<file path="src/rtl/scsi_sel_pkg.sv">
package scsi_sel_pkg;

  typedef enum logic [2:0] {
    ST_IDLE,
    ST_BUSRST,
    ST_FREE_A,
    ST_GAP,
    ST_FREE_B,
    ST_SEL,
    ST_WREQ
  } sel_state_t;

  localparam logic [2:0] ERR_NONE     = 3'd0;
  localparam logic [2:0] ERR_NOT_FREE = 3'd1;
  localparam logic [2:0] ERR_BSY_TMO  = 3'd2;
  localparam logic [2:0] ERR_REQ_TMO  = 3'd3;
  localparam logic [2:0] ERR_PHASE    = 3'd4;
  localparam logic [2:0] ERR_RST_DONE = 3'd5;

  localparam logic [2:0] PH_COMMAND = 3'd2;

  function automatic int imax(input int a, input int b);
    return (a > b) ? a : b;
  endfunction

endpackage

</file>
<file path="src/rtl/scsi_sel_sync.sv">
module scsi_sel_sync #(
  parameter int N = 1
) (
  input  logic         clk,
  input  logic         rst,
  input  logic [N-1:0] d_i,
  output logic [N-1:0] q_o
);
  logic [N-1:0] meta;

  for (genvar g = 0; g < N; g++) begin : g_bit
    always_ff @(posedge clk) begin
      if (rst) begin
        meta[g] <= 1'b0;
        q_o[g]  <= 1'b0;
      end else begin
        meta[g] <= d_i[g];
        q_o[g]  <= meta[g];
      end
    end
  end
endmodule

</file>
<file path="src/rtl/scsi_sel_tmr.sv">
module scsi_sel_tmr #(
  parameter int W = 8
) (
  input  logic         clk,
  input  logic         rst,
  input  logic         clr,
  output logic [W-1:0] cnt
);
  always_ff @(posedge clk) begin
    if (rst || clr)
      cnt <= '0;
    else if (cnt != {W{1'b1}})
      cnt <= cnt + W'(1);
  end
endmodule

</file>
<file path="src/rtl/scsi_sel_seq.sv">
module scsi_sel_seq
  import scsi_sel_pkg::*;
#(
  parameter int ID_W       = 8,
  parameter int FREE_GAP   = 250,
  parameter int FREE_TRIES = 1000,
  parameter int RST_WIDTH  = 3125,
  parameter int BSY_TMO    = 50000,
  parameter int REQ_TMO    = 50000
) (
  input  logic            clk,
  input  logic            rst,
  input  logic            start_i,
  input  logic            reset_req_i,
  input  logic [ID_W-1:0] target_id_i,
  output logic            done_o,
  output logic [2:0]      err_o,
  output logic            phase_vld_o,
  output logic [2:0]      phase_o,
  input  logic            bsy_i,
  input  logic            sel_i,
  input  logic            req_i,
  input  logic [2:0]      phase_i,
  output logic            sel_oe_o,
  output logic            rst_oe_o,
  output logic            data_oe_o,
  output logic [ID_W-1:0] data_o
);
  localparam int MAXT = imax(imax(FREE_GAP, RST_WIDTH), imax(BSY_TMO, REQ_TMO));
  localparam int TW   = $clog2(MAXT + 1);
  localparam int CW   = $clog2(FREE_TRIES + 1);
  localparam int SW   = 6;

  // synchronized bus inputs
  logic [SW-1:0] sync_q;
  logic          bsy_s, sel_s, req_s;
  logic [2:0]    phase_s;

  scsi_sel_sync #(.N(SW)) u_sync (
    .clk (clk),
    .rst (rst),
    .d_i ({bsy_i, sel_i, req_i, phase_i}),
    .q_o (sync_q)
  );
  assign {bsy_s, sel_s, req_s, phase_s} = sync_q;

  sel_state_t    state, state_n;
  logic [TW-1:0] cnt;
  logic          tmr_clr;
  logic [CW-1:0] tries;
  logic          tries_inc, tries_clr;
  logic          need_rst, set_need, clr_need;
  logic          resume, resume_n;
  logic [2:0]    pend, pend_n, rep_code;
  logic          report, succeed, take_id, clr_pvld;
  logic [ID_W-1:0] id_q;
  logic          busy;

  assign busy    = bsy_s | sel_s;
  assign tmr_clr = (state_n != state);

  scsi_sel_tmr #(.W(TW)) u_tmr (
    .clk (clk),
    .rst (rst),
    .clr (tmr_clr),
    .cnt (cnt)
  );

  always_comb begin
    state_n   = state;
    report    = 1'b0;
    succeed   = 1'b0;
    rep_code  = pend;
    tries_inc = 1'b0;
    tries_clr = 1'b0;
    set_need  = 1'b0;
    clr_need  = 1'b0;
    pend_n    = pend;
    resume_n  = resume;
    take_id   = 1'b0;
    clr_pvld  = 1'b0;
    case (state)
      ST_IDLE: begin
        if (start_i) begin
          take_id   = 1'b1;
          tries_clr = 1'b1;
          clr_pvld  = 1'b1;
          if (need_rst) begin
            state_n  = ST_BUSRST;
            resume_n = 1'b1;
            pend_n   = ERR_NONE;
            clr_need = 1'b1;
          end else begin
            state_n = ST_FREE_A;
          end
        end else if (reset_req_i) begin
          state_n  = ST_BUSRST;
          resume_n = 1'b0;
          pend_n   = ERR_RST_DONE;
          clr_pvld = 1'b1;
          clr_need = 1'b1;
        end
      end
      ST_BUSRST: begin
        if (cnt == TW'(RST_WIDTH - 1)) begin
          if (resume) begin
            state_n = ST_FREE_A;
          end else begin
            state_n = ST_IDLE;
            report  = 1'b1;
          end
        end
      end
      ST_FREE_A, ST_FREE_B: begin
        if (busy) begin
          if (tries == CW'(FREE_TRIES - 1)) begin
            state_n  = ST_IDLE;
            report   = 1'b1;
            rep_code = ERR_NOT_FREE;
            set_need = 1'b1;
          end else begin
            tries_inc = 1'b1;
            state_n   = ST_FREE_A;
          end
        end else begin
          state_n = (state == ST_FREE_A) ? ST_GAP : ST_SEL;
        end
      end
      ST_GAP: begin
        if (cnt == TW'(FREE_GAP - 1))
          state_n = ST_FREE_B;
      end
      ST_SEL: begin
        // a seen BSY wins over an expiring window
        if (bsy_s) begin
          state_n = ST_WREQ;
        end else if (cnt == TW'(BSY_TMO - 1)) begin
          state_n  = ST_BUSRST;
          pend_n   = ERR_BSY_TMO;
          resume_n = 1'b0;
        end
      end
      ST_WREQ: begin
        if (req_s) begin
          if (phase_s == PH_COMMAND) begin
            state_n = ST_IDLE;
            succeed = 1'b1;
          end else begin
            state_n  = ST_BUSRST;
            pend_n   = ERR_PHASE;
            resume_n = 1'b0;
          end
        end else if (cnt == TW'(REQ_TMO - 1)) begin
          state_n  = ST_BUSRST;
          pend_n   = ERR_REQ_TMO;
          resume_n = 1'b0;
        end
      end
      default: state_n = ST_IDLE;
    endcase
  end

  always_ff @(posedge clk) begin
    if (rst) begin
      state       <= ST_IDLE;
      tries       <= '0;
      need_rst    <= 1'b0;
      resume      <= 1'b0;
      pend        <= ERR_NONE;
      id_q        <= '0;
      done_o      <= 1'b0;
      err_o       <= ERR_NONE;
      phase_o     <= '0;
      phase_vld_o <= 1'b0;
      sel_oe_o    <= 1'b0;
      rst_oe_o    <= 1'b0;
      data_oe_o   <= 1'b0;
      data_o      <= '0;
    end else begin
      state  <= state_n;
      resume <= resume_n;
      pend   <= pend_n;
      if (tries_clr)      tries <= '0;
      else if (tries_inc) tries <= tries + CW'(1);
      if (set_need)      need_rst <= 1'b1;
      else if (clr_need) need_rst <= 1'b0;
      if (take_id) id_q <= target_id_i;
      done_o <= report | succeed;
      if (report)       err_o <= rep_code;
      else if (succeed) err_o <= ERR_NONE;
      if (succeed) begin
        phase_o     <= phase_s;
        phase_vld_o <= 1'b1;
      end else if (clr_pvld) begin
        phase_vld_o <= 1'b0;
      end
      sel_oe_o  <= (state_n == ST_SEL);
      data_oe_o <= (state_n == ST_SEL);
      rst_oe_o  <= (state_n == ST_BUSRST);
      data_o    <= (state_n == ST_SEL) ? id_q : '0;
    end
  end

  // address byte present on the bus for the whole of SEL
  p_sel_drives_id_r5: assert property (@(posedge clk) disable iff (rst)
    sel_oe_o |-> (data_oe_o && data_o == id_q));

  // SEL and the data drivers drop together
  p_release_together_r6: assert property (@(posedge clk) disable iff (rst)
    $fell(sel_oe_o) |-> !data_oe_o);

  // nothing else driven while RST is pulled
  p_rst_alone_r9: assert property (@(posedge clk) disable iff (rst)
    rst_oe_o |-> (!sel_oe_o && !data_oe_o && data_o == '0));

  // completion is a single-cycle pulse
  p_done_pulse_r11: assert property (@(posedge clk) disable iff (rst)
    done_o |=> !done_o);

  // a clean result always carries the command phase
  p_ok_is_command_r8: assert property (@(posedge clk) disable iff (rst)
    (done_o && err_o == ERR_NONE) |-> (phase_vld_o && phase_o == PH_COMMAND));

  // sticky flag forces a reset before anything else
  p_sticky_reset_r4: assert property (@(posedge clk) disable iff (rst)
    (state == ST_IDLE && start_i && need_rst) |=> rst_oe_o);

endmodule

</file>
<file path="config.mk">
export PLATFORM = sky130hd
export DESIGN_NAME = scsi_sel_seq
export DESIGN_NICKNAME = d
export VERILOG_FILES = /design/src/rtl/scsi_sel_pkg.sv /design/src/rtl/scsi_sel_sync.sv /design/src/rtl/scsi_sel_tmr.sv /design/src/rtl/scsi_sel_seq.sv
export SDC_FILE = /design/constraint.sdc
export NUM_CORES = 1
export LEC_CHECK = 0
export ABC_AREA = 1
export CORE_MARGIN = 2
export CORE_UTILIZATION = 50
export CTS_BUF_LIST = sky130_fd_sc_hd__clkbuf_2 sky130_fd_sc_hd__clkbuf_4 sky130_fd_sc_hd__clkbuf_8
export DETAILED_ROUTE_END_ITERATION = 7
export GPL_ROUTABILITY_DRIVEN = 0
export PLACE_DENSITY = 0.72
export SLEW_MARGIN = 40
export SYNTH_ARGS = -nofsm -noshare
export SYNTH_HDL_FRONTEND = slang
export SYNTH_SLANG_ARGS = --single-unit
</file>
<file path="constraint.sdc">
create_clock -name clk -period 2.1 [get_ports clk]
set_input_delay 0.42 -clock clk [delete_from_list [all_inputs] [get_ports clk]]
set_output_delay 0.42 -clock clk [all_outputs]
set_load 0.01 [all_outputs]
</file>
==> results_dict.tcl <==
set metrics [dict create \
    multi_input_area_mm2 0.00159 \
    yosysTopAreaCellShare_pct 43.8 \
    path_cells "ha_2 > nand3_2 > nor2_2 > nand2_2 > o21ai_0 > nand2_1 > nor3_1 > nor2_2 > nand2_4 > nor2_1" \
    hold_viol_final 0 \
    ys_seq_area_share_pct 43.8 \
    ys_ff_latch 72 \
    path_clk_slew_ns 0.08 \
    n_antenna_cell 0 \
    crit_required_ns 2.34 \
    grt_max_degree 17 \
    endpoint "u_tmr.cnt[4]$_SDFFE_PP0P_" \
    cap_violations 0 \
    synth.most_common_cell "nor2_1" \
    r2r-start "u_tmr.cnt[0]$_SDFFE_PP0P_" \
    p_comb_share_pct 15.1 \
    cts_tree "done" \
    postSynthAreaPerCell_um2 7.19 \
    holdWs_ns 0.402 \
    ir_worst_vdd_mv 0.432 \
    report.final.slew_viol_count 0 \
    syn-instance-count 458 \
    ant_nets 0 \
    cp_num_cells 10 \
    ys.flop_type "dfxtp_1" \
    netlist_top_cells_count "nor2_1, nand2_1, dfxtp_1, inv_1, a21oi_1" \
    die_area_mm2 0.00725 \
    grt_pass1_wl_um 12100 \
    core_mm2 0.00635 \
    fin_util_pct 63.8 \
    dieHeight_um 85.2 \
    arrival_ns 2.22 \
    initial_utilization_pct 51.9 \
    ioPinCount 37 \
    yosysWarningCount 0 \
    worstPathMaxFanout 8 \
    first_pass_iters 4 \
    hold_path.class "reg -> reg" \
    fmax_mhz 506 \
    placed_cells 574 \
    fin_ws_ns 0.122 \
    critPathKind "reg -> reg" \
    critPathLaunch "u_tmr.cnt[0]$_SDFFE_PP0P_" \
    dieWidth_um 85.2 \
    fin_nets 532 \
    grt_overflow 0 \
    timing.rr.end "u_tmr.cnt[4]$_SDFFE_PP0P_" \
    synth_cell_types 31 \
    power_frac_clock_pct 38.8 \
    port_buffers 36 \
    netlist_area_mm2 0.00329 \
    via_per_inst 4.97 \
    wl_um 7090 \
    fin_crit_sh_pct 94.2 \
    htreeDepth 3 \
    root_buffer "clkbuf_8" \
    synth.area.top_cells "dfxtp_1, nor2_1, nand2_1" \
    slew_headroom_pct 59.9 \
    synth_top_area_cell "dfxtp_1" \
    cp-end-kind "register" \
    p_sw_mw 0.905 \
    area_growth_pct 23.0 \
    syn_nets 480 \
    cts.sinks 72 \
    cts_buffers 9 \
    synth_edf_count 0 \
    powerDensity_mw_per_mm2 791 \
    fill_cells 564 \
    grt_pass1_vias 2775 \
    power_mw 3.21 \
    p_sw_share_pct 28.2 \
    tightest_slew_ns 0.600 \
    seqPwrFrac_pct 46.1 \
    fin_crit_ns 1.98 \
    place_ws_ns -0.00947 \
    setup_viol 0 \
    outcome "finished, final reports clean" \
    clockBufferDepth 2 \
    rsz0062_at_grt "no" \
    drive_gt1_share_pct 14.6 \
    dp_hpwl_um 5150 \
    async_flop_share_pct 0 \
    r2r_cells 10 \
    regToRegSetupSlack_ns 0.12 \
    hold_start "u_sync.meta[3]$_SDFF_PP0_" \
    finClkSkew_ns 0.00871 \
    finalNonFillerCells 592 \
    dr_total_vias 2944 \
    intPower_mw 2.30 \
    crit_slowest_cell "dfxtp_2" \
    startpoint_type "register" \
    worstSkewPairLatency_ns 0.35 \
    track_usage_pct 20.7 \
    area.sequential_mm2 0.00144 \
    post-route-drc-count 0 \
    num_rows 29 \
    antenna_found_initial 0 \
    drtIter0Drc 193 \
    wl_per_cell_um 12.0 \
    crit_family "simple AND/OR/NAND/NOR gates" \
    path_buf_inv 0 \
    crit_path_frequent_cell "nor2_2" \
    slowest_delay_ns 0.37 \
    leakage_nw 1.70 \
]
through the flow:
| step | setup TNS, ns | cell area, um^2 |
|---|---|---|
| final | 0 | 4050 |
| after global routing | 0 | 4050 |
| after CTS | 0 | 4010 |
| after detailed placement | -0.0195 | 3780 |
| after global placement | 0 | 3780 |
| after floorplan | 0 | 3290 |
how the worst min path moves through the flow:
stage / endpoint / depth (start not counted)
finish: u_sync.q_o[3]$_SDFF_PP0_ / 2
global route: u_sync.q_o[2]$_SDFF_PP0_ / 2
CTS: u_sync.q_o[3]$_SDFF_PP0_ / 2
detailed placement: u_sync.q_o[3]$_SDFF_PP0_ / 2
global placement: u_sync.q_o[3]$_SDFF_PP0_ / 2
floorplan: u_sync.q_o[0]$_SDFF_PP0_ / 2
cell type report:
| class | instances | share of cell area [%] |
|---|---|---|
| Multi-Input combinational cell | 312 | 39.2 |
| Sequential cell | 72 | 35.6 |
| Timing Repair Buffer | 47 | 10.9 |
| Inverter | 68 | 6.30 |
| Clock buffer | 9 | 3.06 |
| Clock inverter | 7 | 2.53 |
| Tap cell | 77 | 2.38 |
layer usage:
metal  part of all wire (%)  global-route usage (%)  up-vias
met3                    3.7                    4.77       10
met5                      0                       0        -
met2                     48                    33.1       62
li1                       -                       -     1539
met1                     47                    26.5     1333
met4                    1.6                    9.38        0
power by group through the flow:
stage | Combinational, mW | Clock, mW | Sequential (mW)
final | 0.486 | 1.24 | 1.48
after global routing | 0.543 | 1.34 | 1.48
after CTS | 0.450 | 1.27 | 1.48
after detailed placement | 0.448 | 0 | 1.51
after global placement | 0.432 | 0 | 1.51
after floorplan | 0.334 | 0 | 1.49
sequential cells by signal (all words and copies together) (netlist names), 3 cells and up:
register / cells
data_o: 8
u_sync.meta: 6
state: 3
u_tmr.cnt: 16
err_o: 3
u_sync.q_o: 6
pend: 3
id_q: 8
tries: 10
phase_o: 3
kinds of logic after synthesis:
kind of cell | share of synthesized area, %
compound gates | 9.00
xor+xnor | 3.99
fa+ha+maj | 1.52
buf+inv | 9.11
flops | 43.8
simple gates | 32.6
worst min-delay path, stage by stage, from the launching register on:
cell and delay (ns):
dfxtp_1 0.30, inv_1 0.04, nor2_1 0.03
repair_timing:
action	in CTS	in global routing
hold buffers	0	0
resized for setup	0	12
buffers inserted	0	1
endpoints found under the setup margin	0	19
hold endpoints to repair	0	0
layout by cell type, fill, tap and decap left out, types with 4 or more instances in the layout:
master,n
dfxtp_1,71
xor2_1,11
nor2_1,84
nand2_2,8
xnor2_1,4
buf_4,11
nand3_2,4
clkbuf_8,9
a21oi_1,28
nor2_2,19
inv_2,4
nor3_1,5
inv_1,64
o21ai_0,22
nand4_1,11
clkdlybuf4s50_1,36
nand3_1,21
nand2_1,73
Note: power is estimated with default switching activity, not from simulation.
